--- config.mk ---
export PLATFORM = sky130hd
export DESIGN_NAME = sram_cycle_ctrl
export DESIGN_NICKNAME = d
export VERILOG_FILES = /design/src/rtl/sram_ctrl_pkg.sv /design/src/rtl/sram_ctrl_fsm.sv /design/src/rtl/sram_ctrl_dp.sv /design/src/rtl/sram_cycle_ctrl.sv
export SDC_FILE = /design/constraint.sdc
export NUM_CORES = 1
export LEC_CHECK = 0
export BUFFER_PORTS_ARGS = -buffer_cell sky130_fd_sc_hd__buf_4
export CAP_MARGIN = 15
export CORE_MARGIN = 2
export CORE_UTILIZATION = 30
export DETAILED_ROUTE_END_ITERATION = 8
export GPL_TIMING_DRIVEN = 0
export PLACE_DENSITY = 0.62
export SYNTH_ARGS = -nofsm -noshare
export SYNTH_HDL_FRONTEND = slang
export SYNTH_SLANG_ARGS = --single-unit
--- constraint.sdc ---
create_clock -name clk -period 2.1 [get_ports clk]
set_input_delay 0 -clock clk [delete_from_list [all_inputs] [get_ports clk]]
set_output_delay 0 -clock clk [all_outputs]
set_load 0.005 [all_outputs]
--- src/rtl/sram_ctrl_pkg.sv ---
`timescale 1ns/100ps
package sram_ctrl_pkg;

  // Strobes the controller hands to the datapath; levels describe the next cycle.
  typedef struct packed {
    logic loadReq;
    logic capture;
    logic ceN;
    logic oeN;
    logic weN;
    logic dqDrive;
  } ctrlStrobes_t;

  typedef enum logic [2:0] {
    S_IDLE,
    S_RD,
    S_RREC,
    S_WADR,
    S_WPUL,
    S_WHLD
  } ctrlState_e;

  // Round a nanosecond figure up to whole clock cycles.
  function automatic int nsToCyc(input int ns, input int clkNs);
    return (ns + clkNs - 1) / clkNs;
  endfunction

  function automatic int maxOf(input int a, input int b);
    return (a > b) ? a : b;
  endfunction

endpackage

--- src/rtl/sram_ctrl_fsm.sv ---
`timescale 1ns/100ps
module sram_ctrl_fsm
  import sram_ctrl_pkg::*;
#(
  parameter int LEN_RD      = 14,
  parameter int LEN_RREC    = 5,
  parameter int LEN_WADR    = 1,
  parameter int LEN_WPUL    = 12,
  parameter int LEN_HOLD_WE = 1,
  parameter int LEN_HOLD_CE = 3
) (
  input  logic         clk,
  input  logic         rstN,
  input  logic         reqValid,
  input  logic         reqWrite,
  input  logic         wrStyleCe,
  input  logic         rspPending,
  output logic         reqReady,
  output ctrlStrobes_t str
);

  localparam int MAX_A   = maxOf(maxOf(LEN_RD, LEN_RREC), maxOf(LEN_WADR, LEN_WPUL));
  localparam int MAX_LEN = maxOf(MAX_A, maxOf(LEN_HOLD_WE, LEN_HOLD_CE));
  localparam int CNT_W   = $clog2(MAX_LEN + 1);

  ctrlState_e       state, stateNxt;
  logic [CNT_W-1:0] cnt, cntNxt;
  logic             styleCe, styleNxt;

  function automatic logic [CNT_W-1:0] lenCode(input int len);
    return CNT_W'(len - 1);
  endfunction

  assign reqReady = (state == S_IDLE) && !rspPending;

  always_comb begin
    stateNxt    = state;
    cntNxt      = cnt;
    styleNxt    = styleCe;
    str         = '0;
    unique case (state)
      S_IDLE: begin
        if (reqValid && !rspPending) begin
          str.loadReq = 1'b1;
          if (reqWrite) begin
            stateNxt = S_WADR;
            cntNxt   = lenCode(LEN_WADR);
            styleNxt = wrStyleCe;
          end else begin
            stateNxt = S_RD;
            cntNxt   = lenCode(LEN_RD);
          end
        end
      end
      S_RD: begin
        if (cnt == '0) begin
          str.capture = 1'b1;
          stateNxt    = S_RREC;
          cntNxt      = lenCode(LEN_RREC);
        end else begin
          cntNxt = cnt - CNT_W'(1);
        end
      end
      S_RREC: begin
        if (cnt == '0) stateNxt = S_IDLE;
        else           cntNxt   = cnt - CNT_W'(1);
      end
      S_WADR: begin
        if (cnt == '0) begin
          stateNxt = S_WPUL;
          cntNxt   = lenCode(LEN_WPUL);
        end else begin
          cntNxt = cnt - CNT_W'(1);
        end
      end
      S_WPUL: begin
        if (cnt == '0) begin
          stateNxt = S_WHLD;
          cntNxt   = styleCe ? lenCode(LEN_HOLD_CE) : lenCode(LEN_HOLD_WE);
        end else begin
          cntNxt = cnt - CNT_W'(1);
        end
      end
      S_WHLD: begin
        if (cnt == '0) stateNxt = S_IDLE;
        else           cntNxt   = cnt - CNT_W'(1);
      end
      default: stateNxt = S_IDLE;
    endcase

    // Pin levels for the cycle that follows this edge.
    str.ceN     = !((stateNxt == S_RD) || (stateNxt == S_WPUL) ||
                    ((stateNxt == S_WHLD) && !styleNxt));
    str.oeN     = (stateNxt != S_RD);
    str.weN     = !((stateNxt == S_WPUL) || ((stateNxt == S_WHLD) && styleNxt));
    str.dqDrive = (stateNxt == S_WADR) || (stateNxt == S_WPUL) || (stateNxt == S_WHLD);
  end

  always_ff @(posedge clk or negedge rstN) begin
    if (!rstN) begin
      state   <= S_IDLE;
      cnt     <= '0;
      styleCe <= 1'b0;
    end else begin
      state   <= stateNxt;
      cnt     <= cntNxt;
      styleCe <= styleNxt;
    end
  end

  // leaving a read always passes through the recovery phase first.
  p_read_recovers_r9: assert property (@(posedge clk) disable iff (!rstN)
    ($past(state) == S_RD && state != S_RD) |-> state == S_RREC);

endmodule

--- src/rtl/sram_ctrl_dp.sv ---
`timescale 1ns/100ps
module sram_ctrl_dp
  import sram_ctrl_pkg::*;
#(
  parameter int ADDR_W       = 19,
  parameter int DATA_W       = 8,
  parameter int MIN_WR_PULSE = 11
) (
  input  logic              clk,
  input  logic              rstN,
  input  ctrlStrobes_t      str,
  input  logic [ADDR_W-1:0] reqAddr,
  input  logic [DATA_W-1:0] reqWdata,
  input  logic              reqWrite,
  input  logic              rspReady,
  output logic              rspValid,
  output logic [DATA_W-1:0] rspRdata,
  output logic [ADDR_W-1:0] memAddr,
  output logic              memCeN,
  output logic              memOeN,
  output logic              memWeN,
  output logic [DATA_W-1:0] memDqOut,
  output logic              memDqOe,
  input  logic [DATA_W-1:0] memDqIn
);

  localparam int PC_W = $clog2(MIN_WR_PULSE + 1) + 1;

  always_ff @(posedge clk or negedge rstN) begin
    if (!rstN) begin
      memAddr  <= '0;
      memDqOut <= '0;
      memCeN   <= 1'b1;
      memOeN   <= 1'b1;
      memWeN   <= 1'b1;
      memDqOe  <= 1'b0;
    end else begin
      if (str.loadReq) begin
        memAddr <= reqAddr;
        if (reqWrite) memDqOut <= reqWdata;
      end
      memCeN  <= str.ceN;
      memOeN  <= str.oeN;
      memWeN  <= str.weN;
      memDqOe <= str.dqDrive;
    end
  end

  always_ff @(posedge clk or negedge rstN) begin
    if (!rstN) begin
      rspValid <= 1'b0;
      rspRdata <= '0;
    end else if (str.capture) begin
      rspValid <= 1'b1;
      rspRdata <= memDqIn;
    end else if (rspReady) begin
      rspValid <= 1'b0;
    end
  end

  // Length of the current joint-low write window, saturating.
  logic [PC_W-1:0] wrLowCnt;
  always_ff @(posedge clk or negedge rstN) begin
    if (!rstN)                      wrLowCnt <= '0;
    else if (!memCeN && !memWeN) begin
      if (wrLowCnt != '1)           wrLowCnt <= wrLowCnt + PC_W'(1);
    end else                        wrLowCnt <= '0;
  end

  // a write window is never shorter than the minimum pulse width.
  p_wr_pulse_len_r4: assert property (@(posedge clk) disable iff (!rstN)
    ($past(!memCeN && !memWeN) && !(!memCeN && !memWeN)) |-> wrLowCnt >= PC_W'(MIN_WR_PULSE));

  // bus driven only after output enable has been high for a full cycle.
  p_drive_oe_high_r6: assert property (@(posedge clk) disable iff (!rstN)
    memDqOe |-> (memOeN && $past(memOeN)));

  // no read-style output enable while writing.
  p_oe_high_wr_r7: assert property (@(posedge clk) disable iff (!rstN)
    !memWeN |-> memOeN);

  // address frozen while an enable stays low.
  p_addr_stable_r8: assert property (@(posedge clk) disable iff (!rstN)
    ($past(!memCeN || !memWeN) && (!memCeN || !memWeN)) |-> $stable(memAddr));

  // an unaccepted response keeps its value.
  p_rsp_hold_r3: assert property (@(posedge clk) disable iff (!rstN)
    (rspValid && !rspReady) |=> (rspValid && $stable(rspRdata)));

endmodule

--- src/rtl/sram_cycle_ctrl.sv ---
`timescale 1ns/100ps
module sram_cycle_ctrl
  import sram_ctrl_pkg::*;
#(
  parameter int ADDR_W      = 19,
  parameter int DATA_W      = 8,
  parameter int CLK_NS      = 5,
  parameter int T_ACC_NS    = 70,  // address / chip-enable access
  parameter int T_OE_ACC_NS = 35,  // output-enable access
  parameter int T_CYC_NS    = 70,  // minimum cycle time
  parameter int T_HZ_NS     = 25,  // memory output turn-off after read
  parameter int T_AS_NS     = 0,   // address setup before an enable falls
  parameter int T_WP_NS     = 55,  // write pulse width
  parameter int T_DS_NS     = 30,  // data setup before write end
  parameter int T_AW_NS     = 65,  // address valid to write end
  parameter int T_AH_WE_NS  = 5,
  parameter int T_AH_CE_NS  = 15,
  parameter int T_DH_WE_NS  = 0,
  parameter int T_DH_CE_NS  = 10
) (
  input  logic              clk,
  input  logic              rstN,
  input  logic              reqValid,
  output logic              reqReady,
  input  logic              reqWrite,
  input  logic [ADDR_W-1:0] reqAddr,
  input  logic [DATA_W-1:0] reqWdata,
  input  logic              wrStyleCe,
  output logic              rspValid,
  input  logic              rspReady,
  output logic [DATA_W-1:0] rspRdata,
  output logic [ADDR_W-1:0] memAddr,
  output logic              memCeN,
  output logic              memOeN,
  output logic              memWeN,
  output logic [DATA_W-1:0] memDqOut,
  output logic              memDqOe,
  input  logic [DATA_W-1:0] memDqIn
);

  localparam int C_ACC    = nsToCyc(T_ACC_NS, CLK_NS);
  localparam int C_OEACC  = nsToCyc(T_OE_ACC_NS, CLK_NS);
  localparam int C_CYC    = nsToCyc(T_CYC_NS, CLK_NS);
  localparam int C_HZ     = nsToCyc(T_HZ_NS, CLK_NS);
  localparam int C_AS     = nsToCyc(T_AS_NS, CLK_NS);
  localparam int C_WP     = nsToCyc(T_WP_NS, CLK_NS);
  localparam int C_DS     = nsToCyc(T_DS_NS, CLK_NS);
  localparam int C_AW     = nsToCyc(T_AW_NS, CLK_NS);
  localparam int C_AH_WE  = nsToCyc(T_AH_WE_NS, CLK_NS);
  localparam int C_AH_CE  = nsToCyc(T_AH_CE_NS, CLK_NS);
  localparam int C_DH_WE  = nsToCyc(T_DH_WE_NS, CLK_NS);
  localparam int C_DH_CE  = nsToCyc(T_DH_CE_NS, CLK_NS);

  localparam int LEN_RD      = maxOf(maxOf(C_ACC, C_OEACC), C_CYC);
  localparam int LEN_RREC    = maxOf(1, C_HZ);
  localparam int LEN_WADR    = maxOf(1, C_AS);
  localparam int LEN_WPUL    = maxOf(maxOf(C_WP, C_DS), C_AW - LEN_WADR);
  localparam int WR_REST     = C_CYC - LEN_WADR - LEN_WPUL;
  localparam int LEN_HOLD_WE = maxOf(maxOf(1, WR_REST), maxOf(C_AH_WE, C_DH_WE));
  localparam int LEN_HOLD_CE = maxOf(maxOf(1, WR_REST), maxOf(C_AH_CE, C_DH_CE));

  ctrlStrobes_t strobes;

  sram_ctrl_fsm #(
    .LEN_RD      (LEN_RD),
    .LEN_RREC    (LEN_RREC),
    .LEN_WADR    (LEN_WADR),
    .LEN_WPUL    (LEN_WPUL),
    .LEN_HOLD_WE (LEN_HOLD_WE),
    .LEN_HOLD_CE (LEN_HOLD_CE)
  ) u_fsm (
    .clk        (clk),
    .rstN       (rstN),
    .reqValid   (reqValid),
    .reqWrite   (reqWrite),
    .wrStyleCe  (wrStyleCe),
    .rspPending (rspValid),
    .reqReady   (reqReady),
    .str        (strobes)
  );

  sram_ctrl_dp #(
    .ADDR_W       (ADDR_W),
    .DATA_W       (DATA_W),
    .MIN_WR_PULSE (C_WP)
  ) u_dp (
    .clk      (clk),
    .rstN     (rstN),
    .str      (strobes),
    .reqAddr  (reqAddr),
    .reqWdata (reqWdata),
    .reqWrite (reqWrite),
    .rspReady (rspReady),
    .rspValid (rspValid),
    .rspRdata (rspRdata),
    .memAddr  (memAddr),
    .memCeN   (memCeN),
    .memOeN   (memOeN),
    .memWeN   (memWeN),
    .memDqOut (memDqOut),
    .memDqOe  (memDqOe),
    .memDqIn  (memDqIn)
  );

endmodule

==> results.toml, run 1 <==
[finish]
final_util = 0.477
fin_cells = 398
drive_gt1_frac = 0.445
final_nets = 342
syn2layout_area_growth_pct = 53.8
diodes = 0

[logic_synthesis]
ys_seq_area_frac = 0.535
yosys_warnings = 0
synthCells = 172
synth_area_per_cell_um2 = 13.1
synthArstFlopShare = 1.00
synth_ff_type = "dfrtp_1"
syn-num-nets = 215
syn-cell-area_um2 = 2250
synth_edf_count = 0
ys_seq_elements = 48
synth_cell_types = 46

[detailed_routing]
num_vias = 1826
drc = 0
drt-initial-drc-count = 157
vias_per_cell = 4.59
wl_per_cell_um = 13.1
routed_wl_um = 5230
postRouteAntennaNets = 0
drt_first_pass_iters = 4

[place]
placedCellCount = 352
place.gp.congestion = 0.840
dpl.hpwl_um = 3550
io_buffer_count = 81

[global_routing]
busiest_layer = "met2"
use_met1 = 0.170
gr-usage-met2 = 0.210
overflow = 0
grt_max_degree = 49
grt_use_total = 0.128
grtUsageMet3 = 0.0367
grt_pass1_wl_um = 8660
antenna_found_initial = 0
grt_pass1_vias = 1829

[sta]
setup_tns_ns = 0
period_share = 0.873
final_hold_viol_count = 0
fmax_mhz = 545
rsz0062_at_grt = "no"
setup_viol = 0
maxSlewViolCount = 0
fin_worst_skew_ns = 0.00803
tightest_slew_ns = 0.612
maxSlewHeadroom = 0.592
fin_crit_ns = 1.83

[die]
fp.dieW_um = 90.6
num_rows = 31
die_h_um = 90.6
ioPinCount = 82
start_util = 0.310
core-area_um2 = 7250
die-area_um2 = 8210

[cts]
clock_latency_ns = 0.29
clock_sinks = 48
h-tree-depth = 2
post-cts-setup-buffer-count = 0
clockRootBuffer = "clkbuf_8"
cts_tree = "yes"
clk_pin_slew_ns = 0.09
cts_buffers = 5
clockBufferDepth = 2

[pwr]
vdd_drop_max_mv = 0.613
p_per_area_nw_per_um2 = 1320
p_leak_nw = 1.65
p_total_mw = 4.56

[setup_path]
crit_arrival_ns = 2.00
cp-start-kind = "flip-flop"
crit_type = "flip-flop to flip-flop"
cp_max_fo = 6
end_kind = "flip-flop"
crit_required_ns = 2.26

[outcome]
status = "finished clean"

[min_path]
hold_path.class = "input port to flip-flop"

[flow_run]
cap_violations = 0
[Yosys cell counts (2+ instances only)]
master	count	area (µm²)
nor2_1	10	37.5
dfstp_2	3	78.8
mux2_4	17	255
nor3_1	3	15.0
o32ai_1	2	17.5
a211oi_1	2	15.0
buf_6	3	33.8
mux2i_1	2	20.0
ha_1	2	25.0
nand3_1	4	20.0
o21ai_1	2	10.0
o21ai_0	5	25.0
dfrtp_1	45	1130
buf_2	6	30.0
nand2_1	7	26.3
mux2_2	10	113
a21oi_1	6	30.0
a2111o_1	2	22.5
inv_1	6	22.5
mux2_1	8	90.1
o221ai_1	2	17.5
[worst max-delay path, cell delays in order (launching register included)]
cell,delay (ns)
dfrtp_1,0.39
inv_1,0.09
ha_1,0.26
and4bb_2,0.31
o21ai_1,0.17
a21boi_0,0.31
o221ai_1,0.17
[per-layer routing]
| layer | vias to the layer above | routed length (µm) | part of all wire |
|---|---|---|---|
| met5 | - | 0 | 0 |
| met2 | 85 | 2530 | 0.48 |
| met1 | 861 | 2300 | 0.44 |
| li1 | 878 | - | - |
| met4 | 0 | 19 | 0.0036 |
| met3 | 2 | 382 | 0.073 |
[final cells by class]
type	count	area (µm²)
multi-input combinational	108	962
inverter	6	22.5
sequential	48	1200
clock buffer	5	68.8
timing repair buffer	120	998
fill	640	3790
tap	99	124
clock inverter	2	12.5
buffer	10	67.6
[flip-flops by register name, summed over array words and instances, names as in the netlist]
name	cells
u_dp.memWeN	1
u_dp.rspValid	1
u_dp.memAddr	19
u_dp.memDqOut	8
u_dp.memDqOe	1
u_dp.rspRdata	8
u_dp.memCeN	1
u_fsm.cnt	4
u_dp.memOeN	1
u_fsm.styleCe	1
u_fsm.state	3
[where the power goes]
part           total [mW]  leakage [nW]  switching [mW]  internal, mW
combinational        2.39          1.04           0.976          1.41
clock               0.520        0.0400           0.294         0.226
sequential           1.66         0.570           0.251          1.41
total                4.56          1.65            1.52          3.04
[stage by stage]
stage / area, µm² / hold slack [ns] / setup slack (ns)
6_report: 3460 / 0.137 / 0.266
5_1_grt: 3460 / 0.130 / 0.128
4_1_cts: 3450 / 0.117 / 0.207
3_5_place_dp: 2980 / 0.0676 / 0.210
3_3_place_gp: 2980 / 0.0632 / 0.207
2_1_floorplan: 2250 / -0.296 / 0.503
[cells in the final DEF (no fill, tap or decap), types with 2 or more instances in the layout]
| master | Yosys | layout |
|---|---|---|
| a2111o_1 | 2 | 2 |
| nand2_1 | 7 | 7 |
| nor2_1 | 10 | 10 |
| mux2i_1 | 2 | 2 |
| ha_1 | 2 | 2 |
| clkbuf_8 | 0 | 5 |
| dfstp_2 | 3 | 3 |
| mux2_1 | 8 | 8 |
| buf_4 | 0 | 81 |
| dfrtp_1 | 45 | 45 |
| o21ai_0 | 5 | 5 |
| a211oi_1 | 2 | 2 |
| o32ai_1 | 2 | 2 |
| mux2_4 | 17 | 17 |
| o221ai_1 | 2 | 2 |
| a21oi_1 | 6 | 6 |
| buf_2 | 6 | 6 |
| o21ai_1 | 2 | 2 |
| mux2_2 | 10 | 10 |
| nor3_1 | 3 | 3 |
| dlygate4sd3_1 | 0 | 39 |
| buf_6 | 3 | 3 |
| nand3_1 | 4 | 4 |
| inv_1 | 6 | 6 |
[worst paths after layout]
kind	start	end	slack [ns]	depth (start not counted)
setup / recovery	u_fsm.cnt[0]	u_fsm.cnt[0]	0.27	6
hold reg to reg	u_dp.rspRdata[5]	u_dp.rspRdata[5]	0.50	1
setup reg to reg	u_fsm.cnt[0]	u_fsm.cnt[0]	0.27	6
min in group asynchronous	rstN	u_dp.rspRdata[5]	0.25	2
max in group asynchronous	rstN	u_dp.memAddr[7]	1.42	2
hold / removal	reqValid	u_dp.memAddr[18]	0.14	3
[kinds of logic after synthesis]
kind of cell    count (synthesis)  synth area share
xor+xnor                        1           0.00389
mux                            37             0.212
flops                          48             0.535
fa+ha+maj                       2            0.0111
buf+inv                        16            0.0400
simple gates                   35            0.0923
compound gates                 33             0.105
[what timing repair did]
item	4_1_cts	5_1_grt
hold buffers	39	0
resized for setup	0	1
hold endpoints to repair	83	0
endpoints found under the setup margin	0	1
No activity file was read; power rests on OpenSTA's default activity.
==> run 2: changes to the inputs <==
--- a/config.mk
+++ b/config.mk
@@ -9,9 +9,9 @@
 export CAP_MARGIN = 15
 export CORE_MARGIN = 2
 export CORE_UTILIZATION = 30
+export CTS_CLUSTER_SIZE = 16
 export DETAILED_ROUTE_END_ITERATION = 8
 export GPL_TIMING_DRIVEN = 0
-export PLACE_DENSITY = 0.62
 export SYNTH_ARGS = -nofsm -noshare
 export SYNTH_HDL_FRONTEND = slang
 export SYNTH_SLANG_ARGS = --single-unit
==> results.toml, run 2 (synthesis gave the netlist of run 1 again) <==
[sta]
fin_worst_skew_ns = 0.00419
setup_viol = 0
setup_slack_ns = 0.182
rsz0062_at_grt = "no"
final_hold_viol_count = 0
maxSlewViolCount = 0
fmax_mhz = 521
period_share = 0.913
fin_crit_ns = 1.92
holdWs_ns = 0.118
maxSlewHeadroom = 0.578
tightest_slew_ns = 0.633
setup_tns_ns = 0

[detailed_routing]
postRouteAntennaNets = 0
drc = 0
drt_first_pass_iters = 4
num_vias = 1840
drt-initial-drc-count = 126
vias_per_cell = 4.61
routed_wl_um = 5470
wl_per_cell_um = 13.7

[setup_path]
end_kind = "flip-flop"
crit_arrival_ns = 2.08
cp_max_fo = 10
crit_type = "flip-flop to flip-flop"
cp-start-kind = "flip-flop"
crit_required_ns = 2.26

[finish]
reg_top3 = "u_dp.memAddr: 19 flops, u_dp.memDqOut: 8 flops, u_dp.rspRdata: 8 flops"
final_nets = 342
final_util = 0.478
largest_register = "u_dp.memAddr"
mostFrequentLayoutCells = "buf_4, dfrtp_1, dlygate4sd3_1"
drive_gt1_frac = 0.443
diodes = 0
mostFrequentLayoutCell = "buf_4"
final_cell_area_um2 = 3470
largest_register_ffs = 19
fin_cells = 399
syn2layout_area_growth_pct = 54.0

[global_routing]
grt_max_degree = 49
grt_use_total = 0.138
grt_pass1_wl_um = 9120
grtUsageMet3 = 0.0401
antenna_found_initial = 0
use_met1 = 0.180
gr-usage-met2 = 0.224
grt_pass1_vias = 1850
overflow = 0
busiest_layer = "met2"

[die]
start_util = 0.310
core-area_um2 = 7250
die-area_um2 = 8210
die_h_um = 90.6
ioPinCount = 82
num_rows = 31
fp.dieW_um = 90.6

[pwr]
p_total_mw = 4.62
p_leak_nw = 1.65
vdd_drop_max_mv = 0.533
p_per_area_nw_per_um2 = 1330

[cts]
cts_tree = "yes"
clk_pin_slew_ns = 0.09
cts_buffers = 5
post-cts-setup-buffer-count = 0
clockRootBuffer = "clkbuf_8"
cts_resized = 0
clock_latency_ns = 0.30
clockBufferDepth = 2
h-tree-depth = 2
clock_sinks = 48

[place]
place.gp.congestion = 0.893
dp_slack_ns = 0.221
dpl.hpwl_um = 3580
place_area_um2 = 2980
io_buffer_count = 81
placedCellCount = 352

[min_path]
hold_path.class = "input port to flip-flop"

[outcome]
status = "finished clean"

[flow_run]
cap_violations = 0
[run 2: cell types whose count changed in the layout (fill, tap and decap cells not counted), sizes merged]
cell    previous run  this run
clkinv             1         0
clkbuf             6         8
[run 2: path summary, 6_finish.rpt]
check / from / depth (start not counted) / to / slack, ns
max in group asynchronous: rstN / 2 / u_fsm.cnt[1] / 1.42
worst max-delay path: u_fsm.cnt[0] / 6 / u_fsm.cnt[1] / 0.18
worst min register to register: u_dp.rspRdata[3] / 1 / u_dp.rspRdata[3] / 0.50
worst max register to register: u_fsm.cnt[0] / 6 / u_fsm.cnt[1] / 0.18
min in group asynchronous: rstN / 2 / u_dp.rspRdata[5] / 0.24
worst min-delay path: reqValid / 3 / u_dp.memAddr[7] / 0.12
[run 2: layer usage]
layer	vias up	wire [µm]	part of all wire
met3	7	361	0.066
li1	875	-	-
met4	0	57	0.010
met5	-	0	0
met2	73	2710	0.50
met1	885	2340	0.43
[run 2: cell type report]
class | count | area, µm²
Tap cell | 99 | 124
Clock inverter | 1 | 7.51
Buffer | 10 | 67.6
Sequential cell | 48 | 1200
Fill cell | 677 | 3790
Clock buffer | 7 | 86.3
Multi-Input combinational cell | 108 | 956
Inverter | 6 | 22.5
Timing Repair Buffer | 120 | 998
[run 2: where the power goes]
| group | total (mW) | switching [mW] | leakage [nW] | internal [mW] |
|---|---|---|---|---|
| logic | 2.36 | 0.965 | 1.04 | 1.40 |
| clock network | 0.594 | 0.326 | 0.0445 | 0.268 |
| registers | 1.66 | 0.256 | 0.570 | 1.41 |
| total | 4.62 | 1.55 | 1.65 | 3.08 |
[run 2: repair_timing]
item,4_1_cts,5_1_grt
hold buffers,39,0
setup endpoints to repair,0,0
endpoints found under the hold margin,83,0
[run 2: critical path, cell delays in order, from the launching register on]
cell	delay, ns
dfrtp_1	0.41
inv_1	0.12
ha_1	0.24
nor3b_2	0.55
nor2_1	0.11
a22oi_1	0.21
o221ai_1	0.14
==> run 3: changes to the inputs <==
==> constraint.sdc (replaced) <==
create_clock -name clk -period 2 [get_ports clk]
set_input_delay 0 -clock clk [delete_from_list [all_inputs] [get_ports clk]]
set_output_delay 0 -clock clk [all_outputs]
set_load 0.005 [all_outputs]
==> results.toml, run 3 (synthesis gave the netlist of run 1 again) <==
[outcome]
status = "finished clean"

[sta]
rsz0062_at_grt = "no"
fin_crit_ns = 1.82
period_share = 0.912
setup_tns_ns = 0
holdWs_ns = 0.120
tightest_slew_ns = 0.632
fmax_mhz = 548
final_hold_viol_count = 0
maxSlewHeadroom = 0.579
fin_worst_skew_ns = 0.00418
maxSlewViolCount = 0
setup_viol = 0

[place]
placedCellCount = 352
place_area_um2 = 2980
dpl.hpwl_um = 3580
place.gp.congestion = 0.893
io_buffer_count = 81

[finish]
largest_register = "u_dp.memAddr"
fin_cells = 399
final_nets = 342
seq_area_um2 = 1200
reg_top3 = "u_dp.memAddr: 19 flops, u_dp.memDqOut: 8 flops, u_dp.rspRdata: 8 flops"
multi_input_area_um2 = 962
mostFrequentLayoutCell = "buf_4"
mostFrequentLayoutCells = "buf_4, dfrtp_1, dlygate4sd3_1"
n_fill_cell = 678
syn2layout_area_growth_pct = 54.3
diodes = 0
largest_register_ffs = 19
final_cell_area_um2 = 3470
drive_gt1_frac = 0.443

[die]
num_rows = 31
die-area_um2 = 8210
die_h_um = 90.6
start_util = 0.310
ioPinCount = 82
fp.dieW_um = 90.6
core-area_um2 = 7250

[cts]
cts_buffers = 5
clockRootBuffer = "clkbuf_8"
post-cts-setup-buffer-count = 0
clock_sinks = 48
cts_tree = "yes"
clk_pin_slew_ns = 0.09
h-tree-depth = 2
clock_latency_ns = 0.30
clockBufferDepth = 2

[setup_path]
reg2reg_setup_slack_ns = 0.18
worstSetupStartpoint = "u_fsm.cnt[0]"
reg2reg_to = "u_fsm.cnt[0]"
r2r_cells = 6
cp-start-kind = "flip-flop"
crit_end = "u_fsm.cnt[0]"
crit_arrival_ns = 2.00
crit_type = "flip-flop to flip-flop"
cp_max_fo = 6
crit_required_ns = 2.17
end_kind = "flip-flop"
r2r-start = "u_fsm.cnt[0]"

[global_routing]
grt_max_degree = 49
grt_pass1_vias = 1850
antenna_found_initial = 0
grt_pass1_wl_um = 9120
grt_use_total = 0.138
overflow = 0

[flow_run]
cap_violations = 0

[detailed_routing]
drt_first_pass_iters = 4
wl_per_cell_um = 13.7
vias_per_cell = 4.65
postRouteAntennaNets = 0
drc = 0
drt-initial-drc-count = 99
num_vias = 1855
routed_wl_um = 5490

[pwr]
p_int_mw = 3.24
power_switching_mw = 1.64
clockPowerShare = 0.128
sw_frac_of_total = 0.336
p_leak_nw = 1.65
pwr-share-comb = 0.514
vdd_drop_max_mv = 0.562
p_per_area_nw_per_um2 = 1400
p_seq_frac = 0.358

[min_path]
hold_path.class = "input port to flip-flop"
[run 3: cell counts in the layout (fill, tap and decap cells not counted)]
No cell type changed its count.
[run 3: metal layers]
metal  GRT usage  part of all wire  wire length (µm)
met5           0                 0                 0
met4      0.0385             0.010                57
met3      0.0401             0.065               357
met2       0.224              0.49              2690
met1       0.180              0.43              2380
[run 3: critical path, cell delays in order, from the launching register on]
cell	delay (ns)
dfrtp_1	0.39
inv_1	0.09
ha_1	0.26
and4bb_2	0.31
o21ai_1	0.16
a21boi_0	0.31
o221ai_1	0.17
[run 3: final cells by class]
type | instances | area share
Buffer | 10 | 0.0195
Clock buffer | 7 | 0.0249
Clock inverter | 1 | 0.00216
Inverter | 6 | 0.00648
Multi-Input combinational cell | 108 | 0.277
Sequential cell | 48 | 0.347
Tap cell | 99 | 0.0357
Timing Repair Buffer | 120 | 0.287
[run 3: per-stage QoR]
stage	total power [mW]	setup WS [ns]	util
3_3_place_gp	4.17	0.142	0.411
6_report	4.88	0.177	0.479
3_5_place_dp	4.20	0.121	0.411
4_1_cts	4.91	0.107	0.478
2_1_floorplan	3.19	0.403	-
5_1_grt	5.23	0.0266	0.479
[run 3: what timing repair did]
action / CTS / global route
endpoints found under the hold margin: 83 / 0
hold buffers: 39 / 0
setup endpoints to repair: 0 / 4
resized for setup: 0 / 1
[run 3: how the worst min path moves through the flow]
| stage | depth (start not counted) | end | startpoint | slack (ns) |
|---|---|---|---|---|
| 2_1_floorplan | 0 | u_dp.memAddr[0] | rstN | -0.30 |
| 3_3_place_gp | 1 | u_dp.rspRdata[5] | rstN | 0.06 |
| 3_5_place_dp | 1 | u_dp.rspRdata[5] | rstN | 0.07 |
| 4_1_cts | 3 | u_dp.memAddr[7] | reqValid | 0.11 |
| 5_1_grt | 3 | u_dp.memAddr[18] | reqValid | 0.12 |
| 6_report | 3 | u_dp.memAddr[7] | reqValid | 0.12 |
[run 3: power by group through the flow]
| stage | Combinational [mW] | Clock [mW] | Sequential, mW |
|---|---|---|---|
| 5_1_grt | 2.73 | 0.694 | 1.81 |
| 3_3_place_gp | 2.42 | 0 | 1.75 |
| 4_1_cts | 2.50 | 0.658 | 1.75 |
| 6_report | 2.51 | 0.625 | 1.75 |
| 3_5_place_dp | 2.44 | 0 | 1.76 |
| 2_1_floorplan | 1.43 | 0 | 1.76 |
